## config.mk

```make
export PLATFORM = sky130hd
export DESIGN_NAME = uart_rx_deser
export DESIGN_NICKNAME = d
export VERILOG_FILES = /design/src/rtl/rxd_pkg.sv /design/src/rtl/rxd_sync.sv /design/src/rtl/rxd_frame.sv /design/src/rtl/rxd_status.sv /design/src/rtl/uart_rx_deser.sv
export SDC_FILE = /design/constraint.sdc
export NUM_CORES = 1
export LEC_CHECK = 0
export ABC_AREA = 1
export BUFFER_PORTS_ARGS = -buffer_cell sky130_fd_sc_hd__buf_2
export CAP_MARGIN = 0
export CORE_AREA = 4 4 80 82
export DETAILED_ROUTE_END_ITERATION = 8
export DIE_AREA = 0 0 84 86
export PLACE_DENSITY_LB_ADDON = 0.15
export SLEW_MARGIN = 30
export SYNTH_ARGS = -nofsm -noshare
export SYNTH_HDL_FRONTEND = slang
export SYNTH_SLANG_ARGS = --single-unit
```

## constraint.sdc

```tcl
create_clock -name clk -period 2.8 [get_ports clk]
set_input_delay 0.84 -clock clk [delete_from_list [all_inputs] [get_ports clk]]
set_output_delay 0.84 -clock clk [all_outputs]
set_load 0.05 [all_outputs]
```

## src/rtl/rxd_pkg.sv

```systemverilog
// Shared definitions for the serial receiver.
// Assumes: characters carry at most BYTE_W data bits.
package rxd_pkg;
    localparam int BYTE_W = 8;

    typedef enum logic [2:0] {
        ST_IDLE,
        ST_START,
        ST_DATA,
        ST_PAR,
        ST_STOP,
        ST_HOLD
    } rx_state_e;

    typedef struct packed {
        logic [BYTE_W-1:0] data;
        logic              perr;
        logic              ferr;
        logic              brk;
    } rx_result_t;
endpackage

```

## src/rtl/rxd_sync.sv

```systemverilog
// Two-flop synchronizer for the asynchronous serial line.
// Assumes: the line idles high, so both stages reset to 1.
module rxd_sync (
    input  logic clk,
    input  logic rst_n,
    input  logic din,
    output logic line
);
    logic meta_q;
    logic sync_q;

    // Move the input into the clock domain through two stages.
    always_ff @(posedge clk) begin
        if (!rst_n) begin
            meta_q <= 1'b1;
            sync_q <= 1'b1;
        end else begin
            meta_q <= din;
            sync_q <= meta_q;
        end
    end

    assign line = sync_q;
endmodule

```

## src/rtl/rxd_frame.sv

```systemverilog
// Character framer: finds the start bit, samples each bit at its
// mid-point and checks parity, stop bit and break.
// Assumes: configuration is steady during a character; tick occurs
// OVS times per bit period.
module rxd_frame
    import rxd_pkg::*;
#(
    parameter int OVS = 16
) (
    input  logic       clk,
    input  logic       rst_n,
    input  logic       tick,
    input  logic       line,
    input  logic [1:0] cfg_len,
    input  logic       cfg_par_en,
    input  logic       cfg_par_even,
    output logic       done,
    output rx_result_t result
);
    localparam int CW   = $clog2(OVS);
    localparam int HALF = OVS / 2;
    localparam int IW   = $clog2(BYTE_W);

    rx_state_e         state_q;
    logic [CW-1:0]     cnt_q;
    logic [IW-1:0]     idx_q;
    logic [BYTE_W-1:0] shreg_q;
    logic              par_q;
    logic              at_mid;
    logic              at_bit;
    logic [IW-1:0]     last_idx;
    logic              perr_w;
    logic              brk_w;

    // Sampling points derived from the tick counter.
    assign at_mid   = tick && (cnt_q == CW'(HALF - 1));
    assign at_bit   = tick && (cnt_q == CW'(OVS - 1));
    assign last_idx = IW'(cfg_len) + IW'(4);

    // Parity and break judgement for the character now in the shifter.
    assign perr_w = cfg_par_en && ((^shreg_q) ^ par_q ^ ~cfg_par_even);
    assign brk_w  = !line && (shreg_q == '0) && !(cfg_par_en && par_q);

    // Frame state machine with per-bit sampling.
    always_ff @(posedge clk) begin
        if (!rst_n) begin
            state_q <= ST_IDLE;
            cnt_q   <= '0;
            idx_q   <= '0;
            shreg_q <= '0;
            par_q   <= 1'b0;
            done    <= 1'b0;
            result  <= '0;
        end else begin
            done <= 1'b0;
            case (state_q)
                ST_IDLE: begin
                    if (tick && !line) begin
                        state_q <= ST_START;
                        cnt_q   <= '0;
                    end
                end
                ST_START: begin
                    if (at_mid) begin
                        cnt_q   <= '0;
                        idx_q   <= '0;
                        shreg_q <= '0;
                        par_q   <= 1'b0;
                        state_q <= line ? ST_IDLE : ST_DATA;
                    end else if (tick) begin
                        cnt_q <= cnt_q + 1'b1;
                    end
                end
                ST_DATA: begin
                    if (at_bit) begin
                        cnt_q          <= '0;
                        shreg_q[idx_q] <= line;
                        if (idx_q == last_idx) begin
                            state_q <= cfg_par_en ? ST_PAR : ST_STOP;
                        end else begin
                            idx_q <= idx_q + 1'b1;
                        end
                    end else if (tick) begin
                        cnt_q <= cnt_q + 1'b1;
                    end
                end
                ST_PAR: begin
                    if (at_bit) begin
                        cnt_q   <= '0;
                        par_q   <= line;
                        state_q <= ST_STOP;
                    end else if (tick) begin
                        cnt_q <= cnt_q + 1'b1;
                    end
                end
                ST_STOP: begin
                    if (at_bit) begin
                        cnt_q       <= '0;
                        done        <= 1'b1;
                        result.data <= shreg_q;
                        result.perr <= perr_w;
                        result.ferr <= !line;
                        result.brk  <= brk_w;
                        state_q     <= line ? ST_IDLE : ST_HOLD;
                    end else if (tick) begin
                        cnt_q <= cnt_q + 1'b1;
                    end
                end
                ST_HOLD: begin
                    if (line) begin
                        state_q <= ST_IDLE;
                    end
                end
                default: state_q <= ST_IDLE;
            endcase
        end
    end
endmodule

```

## src/rtl/rxd_status.sv

```systemverilog
// Holding buffer and sticky error flags seen by the host.
// Assumes: done is a one-cycle pulse; strobes are one-cycle pulses.
module rxd_status
    import rxd_pkg::*;
(
    input  logic              clk,
    input  logic              rst_n,
    input  logic              done,
    input  rx_result_t        result,
    input  logic              buf_rd,
    input  logic              stat_rd,
    output logic [BYTE_W-1:0] rx_data,
    output logic              rx_ready,
    output logic              err_parity,
    output logic              err_frame,
    output logic              err_break,
    output logic              err_overrun
);
    logic lost_w;

    // A character is lost when the previous one is still unread.
    assign lost_w = done && rx_ready && !buf_rd;

    // Buffer load and ready flag; a new character wins over a read.
    always_ff @(posedge clk) begin
        if (!rst_n) begin
            rx_data  <= '0;
            rx_ready <= 1'b0;
        end else if (done) begin
            rx_data  <= result.data;
            rx_ready <= 1'b1;
        end else if (buf_rd) begin
            rx_ready <= 1'b0;
        end
    end

    // Sticky error flags; setting wins over the status-read clear.
    always_ff @(posedge clk) begin
        if (!rst_n) begin
            err_parity  <= 1'b0;
            err_frame   <= 1'b0;
            err_break   <= 1'b0;
            err_overrun <= 1'b0;
        end else begin
            err_parity  <= (done && result.perr) || (err_parity  && !stat_rd);
            err_frame   <= (done && result.ferr) || (err_frame   && !stat_rd);
            err_break   <= (done && result.brk)  || (err_break   && !stat_rd);
            err_overrun <= lost_w                || (err_overrun && !stat_rd);
        end
    end
endmodule

```

## src/rtl/uart_rx_deser.sv

```systemverilog
// Top of the serial receiver: synchronizer, framer and host status.
// Assumes: tick16 pulses OVS times per bit period, one clock wide.
module uart_rx_deser
    import rxd_pkg::*;
#(
    parameter int OVS = 16
) (
    input  logic              clk,
    input  logic              rst_n,
    input  logic              tick16,
    input  logic              rx_serial,
    input  logic [1:0]        cfg_len,
    input  logic              cfg_par_en,
    input  logic              cfg_par_even,
    input  logic              buf_rd,
    input  logic              stat_rd,
    output logic [BYTE_W-1:0] rx_data,
    output logic              rx_ready,
    output logic              err_parity,
    output logic              err_frame,
    output logic              err_break,
    output logic              err_overrun
);
    logic       line_w;
    logic       frame_done;
    rx_result_t frame_res;

    rxd_sync i_sync (
        .clk   (clk),
        .rst_n (rst_n),
        .din   (rx_serial),
        .line  (line_w)
    );

    rxd_frame #(.OVS(OVS)) i_frame (
        .clk          (clk),
        .rst_n        (rst_n),
        .tick         (tick16),
        .line         (line_w),
        .cfg_len      (cfg_len),
        .cfg_par_en   (cfg_par_en),
        .cfg_par_even (cfg_par_even),
        .done         (frame_done),
        .result       (frame_res)
    );

    rxd_status i_status (
        .clk         (clk),
        .rst_n       (rst_n),
        .done        (frame_done),
        .result      (frame_res),
        .buf_rd      (buf_rd),
        .stat_rd     (stat_rd),
        .rx_data     (rx_data),
        .rx_ready    (rx_ready),
        .err_parity  (err_parity),
        .err_frame   (err_frame),
        .err_break   (err_break),
        .err_overrun (err_overrun)
    );
endmodule

```

# Word-level counts from Yosys, hierarchy flattened
# Index checks and enable logic that the tools add are counted.
# word_totals
inputBits	10
wordCells	114
reg_bits	46
output_inout_bits	13
# op_classes
bitwise_logic	3
eq_ne	16
n_reduce_logical	40
add_sub_neg	3
n_lt_le_gt_ge	2
mux	32
# op_table
op	n
2-to-1 mux 3 bit	12
one-hot mux 3 bit (6 select lines)	1
logical AND 1 bit	17
2-to-1 mux 4 bit	4
2-to-1 mux 8 bit	2
one-hot mux 8 bit (2 select lines)	1
inequality test 2 x 1 -> 1 bit, second input constant	6
one-hot mux 4 bit (3 select lines)	1
bitwise mux 8 bit	1
zero test 8 bit	1
parity 8 bit	1
AND reduction 7 bit	1
== test 3 x 2 -> 1 bit, second input constant	2
== test 3 bit, second input constant	2
2-to-1 mux 1 bit	6
one-hot mux 3 bit (2 select lines)	1
AND reduction 2 bit	3
AND reduction 3 bit	2
nonzero test 2 bit	3
adder 4 x 1 -> 4 bit, second input constant	1
== test 4 x 3 -> 1 bit, second input constant	1
== test 4 bit, second input constant	1
zero test 1 bit	4
logical OR 1 bit	4
16 further kinds	18

# Depth between registers and ports, before layout
# Gate-level depths: netlist of the first run.
# logic_depth
word_depth	7
mapped_depth	11
ltp_nobuf	10

# By module
# From an unflattened synthesis of the first run, not the netlist that was laid out.
# hier_totals
hier_cells	325
hier_area_um2	2319.7
# modules_own_cells
mod	area_each_um2	n_inst	cells_each	seq_area_each_um2
rxd_frame	1813.0	1	263	620.6
rxd_status	451.7	1	56	260.2
rxd_sync	55.1	1	6	40.0

# Worst setup path before layout of the first run
# Ideal clock, no wire load.
# synth_path
kind	input -> register
from	input port tick16
to	register i_frame.shreg_q[1]
cell_stages	7
setup_slack_ns	1.093
t_required_ns	2.730
n_path_buf	1
arrival_ns	1.637
setup_ns	0.070
cell_sequence	nand4_1 -> nand2_1 -> clkinv_1 -> nor2_4 -> buf_6 -> nand3_1 -> a21oi_1
# synth_via
elab_chain_len	3
word_cells_on_any_way	5
cone_classes	eq/ne: 2; reduce/logical: 3
# synth_rtl
element	line_no	source
start: declaration	uart_rx_deser.sv:10	input logic tick16,
logical AND 1 bit, on equally long branches	rxd_frame.sv:37, rxd_frame.sv:36	
inequality test 2 x 1 -> 1 bit (no line)	n/a	
AND reduction 3 bit (no line) (*)	n/a	
end signal: indexed assignment	rxd_frame.sv:77	shreg_q[idx_q] <= line;
end: declaration	rxd_frame.sv:27	logic [BYTE_W-1:0] shreg_q;
# Mark *: on every way between the ends. The rest lies on a longest branch, timed or not.
# A chain may end at the register's enable or synchronous reset.

# Worst setup path in the final report of the first run
# layout_path
from	register i_frame.state_q[1]
to	register i_frame.idx_q[1]
# layout_via
elab_chain_len	3
word_cells_on_any_way	8
cone_classes	eq/ne: 5; mux: 1; reduce/logical: 2
# layout_rtl
element	line_no	source
start: declaration	rxd_frame.sv:24	rx_state_e state_q;
start signal: assignment	rxd_frame.sv:69	state_q <= line ? ST_IDLE : ST_DATA;
start signal: assignment	rxd_frame.sv:79	state_q <= cfg_par_en ? ST_PAR : ST_STOP;
start signal: assignment	rxd_frame.sv:104	state_q <= line ? ST_IDLE : ST_HOLD;
== test 3 x 2 -> 1 bit or == test 3 x 1 -> 1 bit (tied branches)	rxd_frame.sv:56	case (state_q)
inequality test 2 bit (no line) (tied with other cells)	n/a	
AND reduction 4 bit (no line)	n/a	
end signal: assignment	rxd_frame.sv:81	idx_q <= idx_q + 1'b1;
end: declaration	rxd_frame.sv:26	logic [IW-1:0] idx_q;
# Several ways; a longest one is shown, not always the timed one.

==> metrics.md, run 1 <==
| Metric | Value |
|---|---|
| Htree depth | `2` |
| Rows | `28` |
| GRT Total Usage | `0.144` |
| Cell Pwr Density | `668 mW/mm^2` |
| Crit path arrival time | `2.07 ns` |
| WS Path Type | `reg2reg` |
| Most Frequent Cell on Critical Path | `nand2_1` |
| Initial antenna violation count | `0` |
| Number of vias per cell | `4.70` |
| Yosys warnings | `0` |
| Clock Tree Buf Depth | `2` |
| Dpl hpwl | `3540 um` |
| Die Height | `86 um` |
| Total wire length | `4790 um` |
| Met1 Resource Use GR | `0.205` |
| Status | `completed` |
| Die area | `0.00722 sq mm` |
| First DRT Iteration DRCs | `110` |
| GRT met2 Usage | `0.213` |
| Wire per inst | `11.5 um` |
| Synth Net Count | `336` |
| Hold Slack | `0.419 ns` |
| Critical path launch point type | `flop` |
| Die W | `approximately 84 um` |
| Final Hold Viols | `0` |
| Worst setup EP type | `flop` |
| Slowest stage cell, crit path | `dfxtp_1` |
| Seq/Total Area, Yosys | `0.412` |
| CTS sink count | `46` |
| Critical path cell sequence | `inv_2 > nor2_1 > nand2_1 > nand2_1 > nand2_2 > nor2_4 > nand2_1 > nand2_1 > a21oi_1` |
| Crit share post-route | `0.674` |
| Clock-pin slew on the worst setup and hold paths | `0.09 ns` |
| Number of I/O port buffers | `22` |
| Relative slew margins | `0.652` |
| Clk Latency, worst-skew pair | `between 0.3 and 0.4 ns` |
| Yosys reg bits | `46` |
| Clock root cell | `clkbuf_8` |
| Starting Density | `0.389` |
| Final #Nets | `356` |
| Post-CTS Hold Buffers | `0` |
| Unrepaired setup endpoints after global routing | `false` |
| Router iterations before antenna repair | `4` |
| Final GP Congestion | `0.863` |
| Mapped Area | `0.00223 sq mm` |
| DRC Markers | `0` |
| Total gr overflow | `0` |
| Max Freq | `530 MHz` |
| Synth cell types | `27` |
| Via count of the first global-routing pass | `1798` |
| TritonCTS buffer count | `5` |
| Skew final | `0.00836 ns` |
| Antenna diodes | `0` |
| Gate Count Post-Synth | `320` |
| Max_cap viols | `0` |
| Maximum vdd drop | `0.214 mV` |
| Detail Route Antenna Nets | `0` |
| DR vias | `1957` |
| Slew Limit Fails | `0` |
| CTS tree | `built` |
| First-pass GRT wire length | `8460 um` |
| Final Setup Violations | `0` |
| Area delta synth->final | `12.3%` |
| Avg Inst Size Synth | `6.98 sq um` |
| # fillers | `625` |
| Number of post-CTS setup repair buffers | `0` |
| CTS resizes | `0` |
| Max incr delay on CP | `roughly 0.43 ns` |
| Static Leak | `0.00115 uW` |
| Placeable Area | `0.00575 sq mm` |
| Share of cells above drive strength 1 | `0.135` |
| Slew @ Worst Pin | `0.522 ns` |
| Crit path required time | `between 2 and 3 ns` |
| Top Usage Layer GRT | `met2` |
| Post-route minimum period | `1.89 ns` |
| Setup TNS | `0 ns` |
| Largest net degree at the start of global routing | `23` |
| Worst-path fanout max | `13` |
| Global-route met3 utilization | `0.0375` |
| Hold WC Path Type | `reg2reg` |
| Io pins | `23` |
[path summary, 6_finish.rpt]
kind              slack (ns)                            start                             to  cells past startpoint
setup / recovery        0.91  i_frame.state_q[1]$_SDFFE_PN0P_  i_frame.idx_q[1]$_SDFFE_PN0P_                      9
setup reg to reg        0.91  i_frame.state_q[1]$_SDFFE_PN0P_  i_frame.idx_q[1]$_SDFFE_PN0P_                      9
hold reg to reg         0.42         i_sync.meta_q$_SDFF_PN1_         i_sync.line$_SDFF_PN1_                      1
hold / removal          0.42         i_sync.meta_q$_SDFF_PN1_         i_sync.line$_SDFF_PN1_                      1
[critical path, delay by kind of cell, from the launching register on]
kind,cells,cell delay [ns]
AO/OA/AOI/OAI,1,0.06
buffers and inverters,1,0.08
flip-flops,1,0.43
AND/OR/NAND/NOR,7,1.19
[layer usage]
| metal | wire length, um | vias up | part of all wire |
|---|---|---|---|
| li1 | - | 1069 | - |
| met4 | 70 | 0 | 0.015 |
| met3 | 157 | 6 | 0.033 |
| met2 | 1930 | 20 | 0.40 |
| met5 | 0 | - | 0 |
| met1 | 2630 | 862 | 0.55 |
[cell usage in the layout (no fill, tap or decap), drive strengths merged]
cell type / Yosys / routed
xnor2: 5 / 5
o21ai: 31 / 31
a31oi: 1 / 1
o2111ai: 1 / 1
clkbuf: 7 / 6
buf: 4 / 24
or2: 3 / 3
ha: 6 / 6
clkinv: 2 / 2
nor3: 6 / 6
clkinvlp: 0 / 1
nor2: 49 / 49
a21o: 1 / 1
nand3: 22 / 22
nand2: 64 / 64
xor2: 2 / 2
inv: 36 / 36
dfxtp: 46 / 46
nand3b: 1 / 1
a21oi: 28 / 28
bufinv: 0 / 1
nand4: 5 / 5
[stage by stage]
step	worst slack (ns)	utilization	total power, uW	area (sq um)	instances
detailed placement	0.689	0.417	1190	2400	408
CTS	0.922	0.436	1690	2510	416
global route	0.662	0.436	1810	2510	416
finish	0.913	0.436	1680	2510	416
floorplan	1.09	-	1110	2230	320
global placement	0.712	0.417	1190	2400	408
[power breakdown]
| group | total [uW] | internal (uW) | switching (uW) |
|---|---|---|---|
| Clock | 498 | 266 | 231 |
| Combinational | 442 | 138 | 305 |
| Sequential | 736 | 691 | 44.9 |
| Total | 1680 | 1090 | 581 |
[synthesized netlist by cell type]
library cell / n / area (sq um)
nor2_2: 2 / 12.5
buf_2: 2 / 10.0
nand2_2: 2 / 12.5
nand3b_1: 1 / 7.51
o2111ai_1: 1 / 8.76
nand4_2: 1 / 12.5
nor2_4: 3 / 33.8
buf_4: 1 / 7.51
inv_1: 32 / 120
nand2_1: 62 / 233
or2_2: 3 / 18.8
inv_2: 4 / 15.0
clkbuf_1: 7 / 26.3
nand3_1: 22 / 110
o21ai_0: 31 / 155
nor2_1: 44 / 165
buf_6: 1 / 11.3
clkinv_1: 2 / 7.51
a21o_1: 1 / 7.51
dfxtp_1: 46 / 921
a21oi_1: 28 / 140
a31oi_1: 1 / 6.26
nand4_1: 4 / 25.0
ha_1: 6 / 75.1
xnor2_1: 5 / 43.8
nor3_1: 6 / 30.0
xor2_1: 2 / 17.5
[flip-flops by register name, summed over array words and instances (netlist names)]
| signal | cells |
|---|---|
| i_frame.cnt_q | 4 |
| i_frame.par_q | 1 |
| i_status.err_parity | 1 |
| i_status.rx_ready | 1 |
| i_frame.done | 1 |
| i_status.err_frame | 1 |
| i_status.err_break | 1 |
| i_frame.idx_q | 3 |
| i_status.rx_data | 8 |
| i_status.err_overrun | 1 |
| i_frame.result | 11 |
| i_frame.shreg_q | 8 |
| i_sync.meta_q | 1 |
| i_sync.line | 1 |
| i_frame.state_q | 3 |
[final cells by class]
type                            instances  area [sq um]  area share
Multi-Input combinational cell        225          1110       0.445
Sequential cell                        46           921       0.367
Inverter                               38           143      0.0569
Timing Repair Buffer                   24           125      0.0499
Tap cell                               75          93.8      0.0374
Clock buffer                            6          72.6      0.0289
Clock inverter                          2          37.5      0.0150
[kinds of logic after synthesis]
group / count (synthesis) / share of synthesized area
simple gates: 150 / 0.296
compound gates: 62 / 0.142
buf+inv: 49 / 0.0885
flops: 46 / 0.412
xor+xnor: 7 / 0.0275
fa+ha+maj: 6 / 0.0336
No activity file was read; power rests on OpenSTA's default activity.
==> inputs of run 2 (changes only) <==
==> constraint.sdc (replaced) <==
create_clock -name clk -period 1.9 [get_ports clk]
set_input_delay 0.57 -clock clk [delete_from_list [all_inputs] [get_ports clk]]
set_output_delay 0.57 -clock clk [all_outputs]
set_load 0.05 [all_outputs]
==> run 2 against run 1 <==
Hold slack better by 0.0031 ns. Count of clock-buffer cells in the layout is 1 lower. Utilization is 0.24 points higher. First-iteration DRC count is 25% higher. Sequential cell count stayed put. Die area stayed put. Clock power is 13% higher. Largest cell class unchanged.
==> metrics.md, run 2 (synthesized netlist as in run 1, its figures left out) <==
| Metric | Value |
|---|---|
| Status | `completed` |
| Via count of the first global-routing pass | `1831` |
| Hold endpoint | `i_sync.line$_SDFF_PN1_` |
| Share of cells above drive strength 1 | `0.150` |
| PnR Total Power | `2340 uW` |
| Starting Density | `0.389` |
| Max reg flops | `11` |
| Final Hold Viols | `0` |
| Maximum vdd drop | `0.352 mV` |
| Worst setup EP type | `flop` |
| Setup TNS | `0 ns` |
| Min setup slack post-route | `0.217 ns` |
| CTS resizes | `0` |
| WS Path Type | `reg2reg` |
| Initial antenna violation count | `0` |
| Final #Nets | `362` |
| Cell Pwr Density | `930 mW/mm^2` |
| Max Freq | `just under 600 MHz` |
| Most common cell after layout, fill and taps aside | `nand2_1` |
| Io pins | `23` |
| Pre-CTS setup slack | `between 0.1 and 0.15 ns` |
| DR vias | `1980` |
| CTS tree | `built` |
| GRT Total Usage | `0.142` |
| Clock-pin slew on the worst setup and hold paths | `approximately 0.08 ns` |
| Slew @ Worst Pin | `between 0.3 and 0.4 ns` |
| HP Start | `i_sync.meta_q$_SDFF_PN1_` |
| Rows | `28` |
| Clk pwr share | `0.239` |
| Hold WC Path Type | `reg2reg` |
| Placeable Area | `0.00575 sq mm` |
| Reg power frac | `0.461` |
| Static Leak | `0.00117 uW` |
| Number of I/O port buffers | `22` |
| Die area | `about 0.0072 sq mm` |
| FF-to-FF path depth | `6` |
| Antenna diodes | `0` |
| Worst-path fanout max | `7` |
| Skew final | `roughly 0.005 ns` |
| CTS sink count | `between 40 and 50` |
| Wire per inst | `about 11 um` |
| Router iterations before antenna repair | `4` |
| Die W | `approximately 84 um` |
| Final GP Congestion | `between 0.8 and 0.9` |
| Htree depth | `2` |
| Detail Route Antenna Nets | `0` |
| Slew Limit Fails | `0` |
| Largest net degree at the start of global routing | `23` |
| Post-route minimum period | `1.68 ns` |
| RR Endpoint | `i_frame.shreg_q[5]$_SDFFE_PN0P_` |
| Crit share post-route | `0.886` |
| Sw Ratio | `0.356` |
| Total gr overflow | `0` |
| Die Height | `86 um` |
| Relative slew margins | `0.781` |
| Clock Tree Buf Depth | `2` |
| Max_cap viols | `0` |
| DRC Markers | `0` |
| Clk Latency, worst-skew pair | `0.29 ns` |
| Critical path launch point type | `flop` |
| Reg2reg start | `i_frame.cnt_q[0]$_SDFFE_PN0P_` |
| Largest Register | `i_frame.result` |
| First DRT Iteration DRCs | `138` |
| Number of vias per cell | `between 4 and 5` |
| TritonCTS buffer count | `5` |
| Dpl hpwl | `roughly 3500 um` |
| Area delta synth->final | `12.9%` |
| Internal | `1510 uW` |
| Commonest cells after routing, fill and taps aside | `nand2_1 (62), dfxtp_1 (46), nor2_1 (44)` |
| First-pass GRT wire length | `~8500 um` |
| Crit path required time | `2.08 ns` |
| Largest regs | `i_frame.result x11, i_frame.shreg_q x8, i_status.rx_data x8` |
| Combinational power share | `0.299` |
| Crit path arrival time | `1.86 ns` |
| Net Switching | `834 uW` |
| Total wire length | `4710 um` |
| R2R setup slack | `0.22 ns` |
| Clock root cell | `clkbuf_8` |
| Final Setup Violations | `0` |
| Unrepaired setup endpoints after global routing | `false` |
| Worst Hold Depth | `1` |
## run 2: power groups by stage
stage | Clock [uW] | Combinational [uW] | Sequential [uW]
after global placement | 0 | 663 | 1110
after detailed placement | 0 | 663 | 1100
after global routing | 636 | 816 | 1090
after CTS | 593 | 665 | 1080
final | 561 | 702 | 1080
after floorplan | 0 | 550 | 1080
## run 2: layer usage
metal	share of wire	routed length (um)	vias up	global-route usage
li1	-	-	1080	-
met1	0.53	2490	876	0.207
met2	0.44	2060	22	0.215
met3	0.028	131	2	0.0307
met4	0.0047	22	0	0.0307
met5	0	0	-	0
## run 2: how the worst max path moves through the flow
stage	endpoint	slack [ns]	cells after the start	startpoint
6_report	i_frame.shreg_q[5]$_SDFFE_PN0P_	0.22	6	i_frame.cnt_q[0]$_SDFFE_PN0P_
5_1_grt	i_frame.shreg_q[1]$_SDFFE_PN0P_	0.0002	6	i_frame.cnt_q[0]$_SDFFE_PN0P_
4_1_cts	i_frame.idx_q[1]$_SDFFE_PN0P_	0.18	8	i_frame.cnt_q[0]$_SDFFE_PN0P_
2_1_floorplan	i_frame.shreg_q[1]$_SDFFE_PN0P_	0.46	8	i_frame.cnt_q[0]$_SDFFE_PN0P_
3_5_place_dp	i_frame.idx_q[1]$_SDFFE_PN0P_	0.10	8	tick16
3_3_place_gp	i_frame.idx_q[1]$_SDFFE_PN0P_	0.13	8	tick16
## run 2: repair_timing
item	4_1_cts	5_1_grt
hold buffers	0	0
endpoints found under the setup margin	0	6
setup buffers	0	2
## run 2: cell type report
type                            instances  area [sq um]
Fill cell                             637          3220
Multi-Input combinational cell        225          1110
Sequential cell                        46           921
Timing Repair Buffer                   30           170
Inverter                               38           143
Tap cell                               75          93.8
Clock buffer                            5          68.8
Clock inverter                          2          10.0
## run 2: worst max-delay path, cell delays in order (launching register included)
cell	delay, ns
dfxtp_1	0.39
ha_1	0.25
nand4_2	0.22
nand2_1	0.16
nand3_1	0.24
o21ai_0	0.24
a21oi_1	0.08
## run 2: metrics by stage
step,std cells,util,hold slack (ns),instance area [sq um]
finish,421,0.439,0.422,2520
global route,421,0.439,0.452,2520
CTS,419,0.436,0.425,2510
detailed placement,412,0.422,0.403,2430
global placement,412,0.422,0.399,2430
floorplan,320,-,0.393,2230
==> inputs of run 3 (changes only) <==
--- a/config.mk
+++ b/config.mk
@@ -8,9 +8,11 @@
 export ABC_AREA = 1
 export BUFFER_PORTS_ARGS = -buffer_cell sky130_fd_sc_hd__buf_2
 export CAP_MARGIN = 0
-export CORE_AREA = 4 4 80 82
+export CELL_PAD_IN_SITES_DETAIL_PLACEMENT = 1
+export CELL_PAD_IN_SITES_GLOBAL_PLACEMENT = 2
+export CORE_AREA = 4 4 113 72
 export DETAILED_ROUTE_END_ITERATION = 8
-export DIE_AREA = 0 0 84 86
+export DIE_AREA = 0 0 117 76
 export PLACE_DENSITY_LB_ADDON = 0.15
 export SLEW_MARGIN = 30
 export SYNTH_ARGS = -nofsm -noshare
==> run 3 against run 2 <==
Global-route usage is 0.50 points higher. Sequential cell count stayed put. Combinational power is 8.8% higher. Clock power is 58% higher. Die area is 23% higher. Worst setup slack better by 0.047 ns. First-iteration DRC count is 43% lower. Power is 16% higher. Maximum frequency is 2.9% higher. Final cell count is 4.5% higher. Highest routed layer unchanged.
==> metrics.md, run 3 (synthesized netlist as in run 1, its figures left out) <==
| Metric | Value |
|---|---|
| Reg2reg start | `i_frame.cnt_q[0]$_SDFFE_PN0P_` |
| Number of I/O port buffers | `22` |
| Clk Latency, worst-skew pair | `0.29 ns` |
| Crit path launch | `i_frame.cnt_q[0]$_SDFFE_PN0P_` |
| Final Hold Viols | `0` |
| Commonest cells after routing, fill and taps aside | `nand2_1 (62), dfxtp_1 (46), nor2_1 (44)` |
| Sw Ratio | `0.352` |
| Io pins | `23` |
| GRT Total Usage | `0.147` |
| WS Path Type | `reg2reg` |
| Final Setup Violations | `0` |
| Hold WC Path Type | `reg2reg` |
| Detail Route Antenna Nets | `0` |
| First DRT Iteration DRCs | `79` |
| Largest regs | `i_frame.result x11, i_frame.shreg_q x8, i_status.rx_data x8` |
| Final GP Congestion | `0.804` |
| First-pass GRT wire length | `10200 um` |
| Cell Pwr Density | `1030 mW/mm^2` |
| CTS tree | `built` |
| Pre-CTS setup slack | `0.156 ns` |
| Area delta synth->final | `18.0%` |
| Maximum vdd drop | `~0.27 mV` |
| Status | `completed` |
| Via count of the first global-routing pass | `1986` |
| Die Height | `76 um` |
| Router iterations before antenna repair | `4` |
| Most common cell after layout, fill and taps aside | `nand2_1` |
| Clock root cell | `clkbuf_16` |
| HP Start | `i_sync.meta_q$_SDFF_PN1_` |
| Reg power frac | `0.396` |
| Clk pwr share | `0.324` |
| Max_cap viols | `0` |
| Die area | `0.00889 sq mm` |
| Clock-pin slew on the worst setup and hold paths | `0.07 ns` |
| Total wire length | `~6100 um` |
| R2R setup slack | `0.26 ns` |
| Skew final | `between 0.004 and 0.005 ns` |
| Max reg flops | `11` |
| Wire per inst | `13.8 um` |
| FF-to-FF path depth | `7` |
| Number of vias per cell | `4.68` |
| Placeable Area | `0.00709 sq mm` |
| Final #Nets | `364` |
| TritonCTS buffer count | `5` |
| Slew @ Worst Pin | `approximately 0.62 ns` |
| Rows | `24` |
| RR Endpoint | `i_frame.result[5]$_SDFFE_PN0P_` |
| Crit share post-route | `0.861` |
| Die W | `117 um` |
| CTS resizes | `0` |
| Slew Limit Fails | `0` |
| Worst setup EP type | `flop` |
| Antenna diodes | `0` |
| Crit path arrival time | `1.86 ns` |
| Critical path launch point type | `flop` |
| Number of post-CTS setup repair buffers | `0` |
| Post-CTS Hold Buffers | `0` |
| PnR Total Power | `between 2000 and 3000 uW` |
| Fin cells | `440` |
| Min setup slack post-route | `0.264 ns` |
| Largest net degree at the start of global routing | `23` |
| Htree depth | `2` |
| Dpl hpwl | `4670 um` |
| Static Leak | `0.00121 uW` |
| Internal | `1770 uW` |
| Crit path to | `i_frame.result[5]$_SDFFE_PN0P_` |
| Largest Register | `i_frame.result` |
| Unrepaired setup endpoints after global routing | `false` |
| Initial antenna violation count | `0` |
| Crit path required time | `roughly 2.1 ns` |
| DR vias | `2061` |
| Combinational power share | `0.280` |
| CTS sink count | `between 40 and 50` |
| Setup TNS | `0 ns` |
| DRC Markers | `0` |
| Worst-path fanout max | `11` |
| Relative slew margins | `0.588` |
| Max Freq | `611 MHz` |
| Clock Tree Buf Depth | `2` |
| Net Switching | `~960 uW` |
| Placed Instances | `432` |
| Share of cells above drive strength 1 | `0.158` |
| Post-route minimum period | `1.64 ns` |
| Total gr overflow | `0` |
| Starting Density | `0.315` |
run 3: changes by cell type in the layout (fill, tap and decap cells not counted):
cell | before | now
clkinv_2 | 2 | 1
clkinv_4 | 0 | 1
clkinvlp_4 | 0 | 1
buf_12 | 0 | 1
clkbuf_16 | 0 | 5
clkbuf_8 | 5 | 0
buf_4 | 8 | 9
run 3: layout make-up:
| type | count | area (sq um) |
|---|---|---|
| timing repair buffer | 32 | 198 |
| tap | 91 | 114 |
| fill | 908 | 4450 |
| clock buffer | 5 | 125 |
| clock inverter | 3 | 21.3 |
| inverter | 38 | 143 |
| sequential | 46 | 921 |
| multi-input combinational | 225 | 1110 |
run 3: power by group through the flow:
stage,Sequential (uW),Combinational (uW),Clock [uW]
floorplan,1080,550,0
global placement,1100,764,0
detailed placement,1100,764,0
CTS,1080,770,920
global route,1090,876,966
finish,1080,764,885
run 3: critical path: stages (launching register included):
cell and delay [ns]:
dfxtp_1 0.38, ha_1 0.25, nand4_2 0.12, buf_4 0.17, nor2_4 0.19, buf_4 0.20
o21ai_0 0.10, a21oi_1 0.14
run 3: stage by stage:
| stage | hold slack (ns) | area, sq um | util |
|---|---|---|---|
| 4_1_cts | 0.437 | 2640 | 0.372 |
| 5_1_grt | 0.456 | 2640 | 0.372 |
| 3_3_place_gp | 0.399 | 2490 | 0.351 |
| 6_report | 0.437 | 2640 | 0.372 |
| 3_5_place_dp | 0.422 | 2490 | 0.351 |
| 2_1_floorplan | 0.393 | 2230 | - |
run 3: worst min path at each step:
stage	to	slack, ns	cells past startpoint
floorplan	i_sync.line$_SDFF_PN1_	0.39	1
global placement	i_sync.line$_SDFF_PN1_	0.40	1
detailed placement	i_sync.line$_SDFF_PN1_	0.42	1
CTS	i_sync.line$_SDFF_PN1_	0.44	1
global route	i_sync.line$_SDFF_PN1_	0.46	1
finish	i_sync.line$_SDFF_PN1_	0.44	1
run 3: per-layer routing:
metal	vias to the layer above	track usage	part of all wire
li1	1091	-	-
met1	942	0.245	0.59
met2	20	0.183	0.37
met3	8	0.0333	0.029
met4	0	0.0344	0.0094
met5	-	0	0
